### config.mk
export PLATFORM = sky130hd
export DESIGN_NAME = splitword_intc
export DESIGN_NICKNAME = d
export VERILOG_FILES = /design/src/rtl/splitword_intc_pkg.sv /design/src/rtl/splitword_intc_ctrl.sv /design/src/rtl/splitword_intc_dp.sv /design/src/rtl/splitword_intc.sv
export SDC_FILE = /design/constraint.sdc
export NUM_CORES = 1
export LEC_CHECK = 0
export ABC_AREA = 0
export BUFFER_PORTS_ARGS = -buffer_cell sky130_fd_sc_hd__buf_4
export CAP_MARGIN = 20
export CORE_MARGIN = 2
export CORE_UTILIZATION = 55
export DETAILED_ROUTE_END_ITERATION = 16
export PLACE_DENSITY_LB_ADDON = 0.15
export SETUP_SLACK_MARGIN = 0.4
export SLEW_MARGIN = 20
export SYNTH_ARGS = -nofsm -noshare
export SYNTH_HDL_FRONTEND = slang
export SYNTH_SLANG_ARGS = --single-unit
### constraint.sdc
create_clock -name clk -period 3.4 [get_ports clk]
set_input_delay 0.68 -clock clk [delete_from_list [all_inputs] [get_ports clk]]
set_output_delay 0.68 -clock clk [all_outputs]
set_load 0.05 [all_outputs]
### src/rtl/splitword_intc_pkg.sv
package splitword_intc_pkg;

  typedef enum logic [3:0] {
    RdNone, RdIrq, RdFiq, RdRaw, RdSel, RdEn, RdSense, RdDual, RdEvent, RdEdge
  } rdSrcE;

  typedef struct packed {
    logic  wrSel;
    logic  wrEnSet;
    logic  wrEnClr;
    logic  wrEvent;
    logic  wrEdgeClr;
    logic  hiHalf;
    logic  rdStb;
    rdSrcE rdSrc;
  } strobeT;

endpackage

### src/rtl/splitword_intc_ctrl.sv
module splitword_intc_ctrl
  import splitword_intc_pkg::*;
#(
  parameter int AddrW = 8
) (
  input  logic             clk,
  input  logic             rst_n,
  input  logic             busWr,
  input  logic             busRd,
  input  logic [AddrW-1:0] busAddr,
  output strobeT           str
);

  localparam logic [AddrW-1:0] OffIrq     = AddrW'('h80);
  localparam logic [AddrW-1:0] OffFiq     = AddrW'('h88);
  localparam logic [AddrW-1:0] OffRaw     = AddrW'('h90);
  localparam logic [AddrW-1:0] OffSel     = AddrW'('h98);
  localparam logic [AddrW-1:0] OffEn      = AddrW'('hA0);
  localparam logic [AddrW-1:0] OffEnClr   = AddrW'('hA8);
  localparam logic [AddrW-1:0] OffSense   = AddrW'('hC0);
  localparam logic [AddrW-1:0] OffDual    = AddrW'('hC8);
  localparam logic [AddrW-1:0] OffEvent   = AddrW'('hD0);
  localparam logic [AddrW-1:0] OffEdgeClr = AddrW'('hD8);
  localparam logic [AddrW-1:0] OffEdgeSts = AddrW'('hE0);

  logic             aligned;
  logic [AddrW-1:0] baseAddr;

  assign aligned  = (busAddr[1:0] == 2'b00);
  assign baseAddr = {busAddr[AddrW-1:3], 3'b000};

  always_comb begin
    str        = '0;
    str.rdSrc  = RdNone;
    str.hiHalf = busAddr[2];
    str.rdStb  = busRd;
    if (aligned) begin
      case (baseAddr)
        OffIrq:     str.rdSrc = RdIrq;
        OffFiq:     str.rdSrc = RdFiq;
        OffRaw:     str.rdSrc = RdRaw;
        OffSel: begin
          str.rdSrc = RdSel;
          str.wrSel = busWr;
        end
        OffEn: begin
          str.rdSrc   = RdEn;
          str.wrEnSet = busWr;
        end
        OffEnClr:   str.wrEnClr = busWr;
        OffSense:   str.rdSrc = RdSense;
        OffDual:    str.rdSrc = RdDual;
        OffEvent: begin
          str.rdSrc   = RdEvent;
          str.wrEvent = busWr & busAddr[2];
        end
        OffEdgeClr: str.wrEdgeClr = busWr;
        OffEdgeSts: str.rdSrc = RdEdge;
        default:    str.rdSrc = RdNone;
      endcase
    end
  end

  // at most one register is written per bus cycle
  p_one_write_r9: assert property (@(posedge clk) disable iff (!rst_n)
    $onehot0({str.wrSel, str.wrEnSet, str.wrEnClr, str.wrEvent, str.wrEdgeClr}));

  // a lower-word polarity access never produces a polarity write
  p_event_low_ignored_r6: assert property (@(posedge clk) disable iff (!rst_n)
    (str.wrEvent |-> busAddr[2]));

endmodule

### src/rtl/splitword_intc_dp.sv
module splitword_intc_dp
  import splitword_intc_pkg::*;
#(
  parameter int              NumSrc    = 51,
  parameter logic [NumSrc-1:0] SenseInit = 51'h1F07FFF8FFFF,
  parameter logic [NumSrc-1:0] DualInit  = 51'h00F800070000,
  parameter logic [NumSrc-1:0] EventInit = 51'h5F07FFF8FFFF,
  parameter logic [NumSrc-1:0] EvtWrMask = 51'h7800000000000
) (
  input  logic              clk,
  input  logic              rst_n,
  input  strobeT            str,
  input  logic [31:0]       busWdata,
  input  logic [NumSrc-1:0] rawStatus,
  output logic [31:0]       busRdata,
  output logic [NumSrc-1:0] cfgSense,
  output logic [NumSrc-1:0] cfgDualEdge,
  output logic [NumSrc-1:0] cfgEvent,
  output logic [NumSrc-1:0] edgeClr,
  output logic              irqOut,
  output logic              fiqOut
);

  localparam int LoW = 32;
  localparam int HiW = NumSrc - LoW;

  logic [NumSrc-1:0] selectQ, enableQ, eventQ;
  logic [NumSrc-1:0] wideData, halfMask, pending, fullRd;
  logic [31:0]       rdWord;

  assign wideData = str.hiHalf ? {busWdata[HiW-1:0], {LoW{1'b0}}}
                               : {{HiW{1'b0}}, busWdata};
  assign halfMask = str.hiHalf ? {{HiW{1'b1}}, {LoW{1'b0}}}
                               : {{HiW{1'b0}}, {LoW{1'b1}}};

  assign cfgSense    = SenseInit;
  assign cfgDualEdge = DualInit;
  assign cfgEvent    = eventQ;
  assign pending     = rawStatus & enableQ;

  always_ff @(posedge clk) begin
    if (!rst_n) begin
      selectQ <= '0;
      enableQ <= '0;
      eventQ  <= EventInit;
      edgeClr <= '0;
      irqOut  <= 1'b0;
      fiqOut  <= 1'b0;
    end else begin
      if (str.wrSel)     selectQ <= (selectQ & ~halfMask) | wideData;
      if (str.wrEnSet)   enableQ <= enableQ | wideData;
      else if (str.wrEnClr) enableQ <= enableQ & ~wideData;
      if (str.wrEvent)   eventQ  <= (eventQ & ~EvtWrMask) | (wideData & EvtWrMask);
      edgeClr <= str.wrEdgeClr ? (wideData & ~SenseInit) : '0;
      irqOut  <= |(pending & ~selectQ);
      fiqOut  <= |(pending & selectQ);
    end
  end

  always_comb begin
    case (str.rdSrc)
      RdIrq:   fullRd = pending & ~selectQ;
      RdFiq:   fullRd = pending & selectQ;
      RdRaw:   fullRd = rawStatus;
      RdSel:   fullRd = selectQ;
      RdEn:    fullRd = enableQ;
      RdSense: fullRd = SenseInit;
      RdDual:  fullRd = DualInit;
      RdEvent: fullRd = eventQ;
      RdEdge:  fullRd = rawStatus & ~SenseInit;
      default: fullRd = '0;
    endcase
    rdWord = str.hiHalf ? {{(32-HiW){1'b0}}, fullRd[NumSrc-1:LoW]} : fullRd[LoW-1:0];
  end

  always_ff @(posedge clk) begin
    if (!rst_n)         busRdata <= '0;
    else if (str.rdStb) busRdata <= rdWord;
  end

  p_enable_set_r3: assert property (@(posedge clk) disable iff (!rst_n)
    str.wrEnSet |=> (($past(wideData) & ~enableQ) == '0));

  p_enable_clear_r4: assert property (@(posedge clk) disable iff (!rst_n)
    str.wrEnClr |=> ((enableQ & $past(wideData)) == '0));

  p_select_half_r5: assert property (@(posedge clk) disable iff (!rst_n)
    (str.wrSel && !str.hiHalf) |=> (selectQ[NumSrc-1:LoW] == $past(selectQ[NumSrc-1:LoW])));

  p_event_lock_r6: assert property (@(posedge clk) disable iff (!rst_n)
    ((eventQ & ~EvtWrMask) == (EventInit & ~EvtWrMask)));

  p_quiet_lines_r7: assert property (@(posedge clk) disable iff (!rst_n)
    (pending == '0) |=> (!irqOut && !fiqOut));

  p_edge_pulse_r10: assert property (@(posedge clk) disable iff (!rst_n)
    (edgeClr != '0) |-> $past(str.wrEdgeClr));

endmodule

### src/rtl/splitword_intc.sv
module splitword_intc
  import splitword_intc_pkg::*;
#(
  parameter int                NumSrc    = 51,
  parameter int                AddrW     = 8,
  parameter logic [NumSrc-1:0] SenseInit = 51'h1F07FFF8FFFF,
  parameter logic [NumSrc-1:0] DualInit  = 51'h00F800070000,
  parameter logic [NumSrc-1:0] EventInit = 51'h5F07FFF8FFFF,
  parameter logic [NumSrc-1:0] EvtWrMask = 51'h7800000000000
) (
  input  logic              clk,
  input  logic              rst_n,
  input  logic              busWr,
  input  logic              busRd,
  input  logic [AddrW-1:0]  busAddr,
  input  logic [31:0]       busWdata,
  output logic [31:0]       busRdata,
  input  logic [NumSrc-1:0] rawStatus,
  output logic [NumSrc-1:0] cfgSense,
  output logic [NumSrc-1:0] cfgDualEdge,
  output logic [NumSrc-1:0] cfgEvent,
  output logic [NumSrc-1:0] edgeClr,
  output logic              irqOut,
  output logic              fiqOut
);

  strobeT str;

  splitword_intc_ctrl #(.AddrW(AddrW)) u_ctrl (
    .clk     (clk),
    .rst_n   (rst_n),
    .busWr   (busWr),
    .busRd   (busRd),
    .busAddr (busAddr),
    .str     (str)
  );

  splitword_intc_dp #(
    .NumSrc    (NumSrc),
    .SenseInit (SenseInit),
    .DualInit  (DualInit),
    .EventInit (EventInit),
    .EvtWrMask (EvtWrMask)
  ) u_dp (
    .clk         (clk),
    .rst_n       (rst_n),
    .str         (str),
    .busWdata    (busWdata),
    .rawStatus   (rawStatus),
    .busRdata    (busRdata),
    .cfgSense    (cfgSense),
    .cfgDualEdge (cfgDualEdge),
    .cfgEvent    (cfgEvent),
    .edgeClr     (edgeClr),
    .irqOut      (irqOut),
    .fiqOut      (fiqOut)
  );

endmodule

=== Yosys cells after proc, flatten, opt, wreduce, memory -nomap -nowiden ===
Cells that the tools add are included.

* Bits in registers: 238
* Output and inout bits: 238
* Word-level logic and storage cells: 59

* Bitwise gates (word level): 12
* Reductions and logical operators: 5
* Equal/unequal tests: 20
* Muxes and demuxes: 14

{| class="wikitable"
|+ Operators by type and width
! operator !! number
|-
| $pmux 51 s9 || 1
|-
| $and 51x51->51 || 5
|-
| $mux 51 || 4
|-
| $not 51->51 || 3
|-
| $or 51x51->51 || 2
|-
| $reduce_or 51->1 || 2
|-
| $eq 5x5->1 const B || 11
|-
| $or 47x51->51 || 1
|-
| $pmux 4 s9 || 1
|-
| $mux 32 || 1
|-
| $eq 4x3->1 const B || 4
|-
| $eq 4x2->1 const B || 2
|-
| $eq 4x4->1 const B || 2
|-
| $mux 1 || 5
|-
| $mux 5 || 1
|-
| $eq 4x1->1 const B || 1
|-
| $mux 4 || 1
|-
| $logic_not 2->1 || 1
|-
| $reduce_and 2->1 || 1
|-
| $reduce_bool 2->1 || 1
|-
| $and 1x1->1 || 1
|}

=== Depth between registers and ports, before layout ===
* Depth in word-level cells: 6
* Gate-level depth with buffers: 9

=== Hierarchy ===
A second synthesis with hierarchy kept.

* Cell total of the unflattened synthesis: 1371
* Area total of the unflattened synthesis: 10113.4 um^2

{| class="wikitable"
|+ Modules (own cells, without submodules)
! module !! seq. area each (um^2) !! area each (um^2) !! cells an instance !! times used
|-
| splitword_intc_dp || 3083.0 || 9912.0 || 1342 || 1
|-
| splitword_intc_ctrl || 0.0 || 201.4 || 29 || 1
|}

=== Worst setup path before layout ===
OpenSTA, ideal clock, no wires.

* Kind: input port to flip-flop
* Start point: input busAddr[1]
* End point: register u_dp.eventQ[47] (netlist: u_dp.cfgEvent[47])
* Buffers on the path: 3
* Data arrival time: 2.148 ns
* Setup time: 0.128 ns
* Stages: 8
* Data required time: 3.272 ns
* Setup slack: 1.124 ns
* Cells stage by stage: buf_4 -> or4b_4 -> buf_6 -> nor3_2 -> and3_1 -> buf_4 -> mux2i_1 -> nor2_1

* Longest elaborated chain between the ends: 2

{| class="wikitable"
|+ RTL lines
! what !! line !! text
|-
| start, declared || splitword_intc.sv:15 || <nowiki>input logic [AddrW-1:0] busAddr,</nowiki>
|-
| $logic_not 2->1 || splitword_intc_ctrl.sv:29 || <nowiki>assign aligned = (busAddr[1:0] == 2'b00);</nowiki>
|-
| $mux 5 || splitword_intc_ctrl.sv:37 || <nowiki>if (aligned) begin</nowiki>
|-
| end signal, assigned || splitword_intc_dp.sv:45 || <nowiki>eventQ <= EventInit;</nowiki>
|-
| end signal, assigned || splitword_intc_dp.sv:53 || <nowiki>if (str.wrEvent) eventQ <= (eventQ & ~EvtWrMask) | (wideData & EvtWrMask);</nowiki>
|-
| end, declared || splitword_intc_dp.sv:27 || <nowiki>logic [NumSrc-1:0] selectQ, enableQ, eventQ;</nowiki>
|}

No other way between the ends.
A chain may end at the register's enable or synchronous reset.

=== Worst setup path after layout ===
* Start point: input busAddr[3]
* End point: register u_dp.busRdata[25]

* Longest elaborated chain between the ends: 6
* Elaborated cells on any way between the ends: 22
* Classes of those cells: eq/ne (18); mux (4)

{| class="wikitable"
|+ RTL lines
! what !! line !! text
|-
| $eq 5x5->1 || splitword_intc_ctrl.sv:38 || <nowiki>case (baseAddr)</nowiki>
|-
| $pmux 4 s9 * || splitword_intc_ctrl.sv:38 ||
|-
| $mux 4 * || splitword_intc_ctrl.sv:37 ||
|-
| $eq 4x4->1 (tied with other cells) || splitword_intc_dp.sv:61 || <nowiki>case (str.rdSrc)</nowiki>
|-
| $pmux 51 s9 * || splitword_intc_dp.sv:61 ||
|-
| $mux 32 * || splitword_intc_dp.sv:73 || <nowiki>rdWord = str.hiHalf ? {{(32-HiW){1'b0}}, fullRd[NumSrc-1:LoW]} : fullRd[LoW-1:0];</nowiki>
|-
| end signal, assigned || splitword_intc_dp.sv:78 || <nowiki>else if (str.rdStb) busRdata <= rdWord;</nowiki>
|-
| end, declared || splitword_intc_dp.sv:15 || <nowiki>output logic [31:0] busRdata,</nowiki>
|}

Mark *: on every way between the ends. The rest lies on a longest branch, timed or not.

==> flow_summary.yaml <==
sta:
  rsz0062_at_grt: "no"
  tightest_slew_ps: 849
  timing.setup.tns_ps: 0
  crit_path_time_final_ps: 2400
  fin_worst_skew_ps: 6.24
  final_max_slew_viol_count: 0
  max_slew_margin: 0.433
  fin_hold_ws_ps: 479
  timing.final.hold_violations: 0
  achievable-frequency_ghz: 0.416
  post-route-period-util: 0.707
  setup-violations-final: 0
clocking:
  clock_tree_sinks: 154
  tritoncts.num_buffers: 17
  post_cts.repair.setup_buffers: 0
  post_cts.resized_instances: 0
  clockBufferDepth: 2
  hold_buf_cts: 0
  worst_skew_pair.late_latency_ps: 430
  clock_tree.htree_level_count: 4
  clock_tree.root_cell: "sky130_fd_sc_hd__clkbuf_16"
  cts_tree: "done"
  cts.reportedPaths.clkPinSlew_ps: 70
synth:
  proportion_of_register_bits_with_asynchronous_set_or_reset_after_synthesis: 0
  syn_area_per_cell_um2: 7.51
  ys_warn_count: 0
  netlist_instances: 1344
  synth_edf_count: 0
  synthesis.area_um2: 10100
  synth_cell_types: 79
  share_of_synthesized_area_occupied_by_flip_flops_and_latches: 0.306
  ys_ff_latch: 154
  synth_flop_cell: "sky130_fd_sc_hd__dfxtp_1"
global_route:
  grt_first_pass_wirelength_um: 55300
  overall_track_demand_over_capacity_in_global_routing: 0.371
  initial_antenna_violation_count: 0
  grt_pass1_vias: 8949
  grt_max_degree: 38
  overflow: 0
worst_setup_path:
  critPathSlowestCell: "sky130_fd_sc_hd__or4b_1"
  crit_path_start: "busAddr[3]"
  crit-reg2reg-launch: "u_dp.selectQ[18]"
  cp.required_ps: 3780
  crit_chain: "buf_4, or4b_1, nor2_1, buf_4, a31oi_1, o211ai_1, a22o_1"
  timing.critical_path.slowest_cell_delay_ps: 620
  crit_fanout: 36
  crit_type: "in2reg"
  arrival_ps: 2780
  crit_path_end_kind: "flop"
  setup.worst_path.start_class: "primary input"
  path_common_cell: "sky130_fd_sc_hd__buf_4"
layout:
  multiInputGateArea_um2: 5770
  filler_cell_count: 1715
  fin_util: 0.623
  layout_common_cells: "sky130_fd_sc_hd__nand2_1 (261), sky130_fd_sc_hd__conb_1 (186), sky130_fd_sc_hd__buf_4 (177), sky130_fd_sc_hd__dfxtp_1 (154), sky130_fd_sc_hd__a21oi_1 (114)"
  layout.area.seq_um2: 3080
  layout_overhead_on_the_synthesized_area_pct: 10.9
  n_antenna_cell: 0
  finalNetCount: 1551
  layout-drive-gt1-share: 0.160
  final_common_cell: "sky130_fd_sc_hd__nand2_1"
route:
  drt_wl_total_um: 37600
  detail_route.iter0.violations: 1493
  antenna_left: 0
  drc: 0
  detail_route.first_pass.iterations: 6
  vias_per_cell: 6.08
  via_count: 10322
  drt-wirelength-per-cell_um: 22.1
die:
  boundaryPins: 333
  initial_core_util: 0.562
  die-height_um: 139
  core-area_um2: 18000
  die_area_um2: 19400
  placement_rows: 49
  fp.dieW_um: 139
pwr:
  worst_ir_drop_vdd_mv: 0.438
  p_leak_nw: 4.46
  power.density_nw_per_um2: 404
worst_hold_path:
  worstHoldPathType: "reg2reg"
  min-delay-start: "u_dp.busRdata[4]"
placement:
  hpwl_reported_at_the_end_of_detailed_placement_um: 27700
  gp_congestion: 1.04
  numPortBuffers: 146
run_status:
  outcome: "completed"
run:
  max_cap_viol_count: 0
[registers in the layout, summed over array words and instances, names as in the netlist]
register and cells:
u_dp.fiqOut 1, u_dp.selectQ 51, u_dp.edgeClr 14, u_dp.enableQ 51
u_dp.cfgEvent 4, u_dp.irqOut 1, u_dp.busRdata 32
[logic make-up after synthesis]
group / share of synthesized area
and+or+nand+nor: 0.229
AOI/OAI and AO/OA: 0.234
buffers and inverters: 0.192
DFF: 0.306
muxes: 0.0377
xor gates and xnor gates: 0.00174
other: 0.000744
[worst paths after layout]
| check | endpoint | slack [ps] | cells after the start |
|---|---|---|---|
| worst max-delay path | u_dp.busRdata[25] | 1000 | 7 |
| worst min-delay path | u_dp.busRdata[4] | 480 | 2 |
| worst max register to register | u_dp.irqOut | 1550 | 5 |
| worst min register to register | u_dp.busRdata[4] | 480 | 2 |
[stage by stage]
| step | worst slack (ps) | cell area [µm²] | std cells | total power, mW |
|---|---|---|---|---|
| 2_1_floorplan | 1120 | 10800 | 1528 | 2.61 |
| 3_3_place_gp | 690 | 10600 | 1666 | 2.64 |
| 3_5_place_dp | 670 | 10600 | 1666 | 2.64 |
| 4_1_cts | 1060 | 11200 | 1698 | 4.51 |
| 5_1_grt | 916 | 11200 | 1698 | 4.63 |
| 6_report | 997 | 11200 | 1698 | 4.52 |
[area by class of cell]
type / count / share of cell area
well taps: 229 / 0.0256
clock inverters: 12 / 0.0125
inverters: 33 / 0.0111
multi-input cells: 1072 / 0.516
flip-flops and latches: 154 / 0.276
clock buffers: 20 / 0.0390
repair buffers: 178 / 0.121
[critical path, delay by kind of cell]
kind	cells	cell delay, ps
buf+inv	2	600
simple gates	2	1030
compound gates	3	450
[report_power, final]
group	internal (mW)	switching, mW	total (mW)
combinational	0.129	0.683	0.812
sequential	1.81	0.00289	1.81
clock	1.09	0.808	1.90
total	3.02	1.49	4.52
[synthesized netlist by cell type, types with 15 or more instances]
cell type                  instances  area (µm²)
sky130_fd_sc_hd__o211ai_1         18         135
sky130_fd_sc_hd__nand2_1         261         980
sky130_fd_sc_hd__mux2i_1          38         380
sky130_fd_sc_hd__a31oi_1          20         125
sky130_fd_sc_hd__nand3_1          76         380
sky130_fd_sc_hd__nor2b_1          17         106
sky130_fd_sc_hd__buf_2            27         135
sky130_fd_sc_hd__inv_1            32         120
sky130_fd_sc_hd__o22ai_1          18         113
sky130_fd_sc_hd__buf_4           193        1450
sky130_fd_sc_hd__a32oi_1          15         131
sky130_fd_sc_hd__dfxtp_1         154        3080
sky130_fd_sc_hd__o21ai_0          53         265
sky130_fd_sc_hd__nor2_1           44         165
sky130_fd_sc_hd__clkbuf_1         40         150
sky130_fd_sc_hd__a21oi_1         115         576
[layer usage]
layer / track usage / routed length (µm) / vias to the layer above
met2: 0.571 / 16400 / 804
met4: 0.136 / 1400 / 0
li1: - / - / 4617
met3: 0.0750 / 4960 / 95
met1: 0.517 / 14800 / 4806
met5: 0 / 0 / -
(Power assumes the default switching activity.)
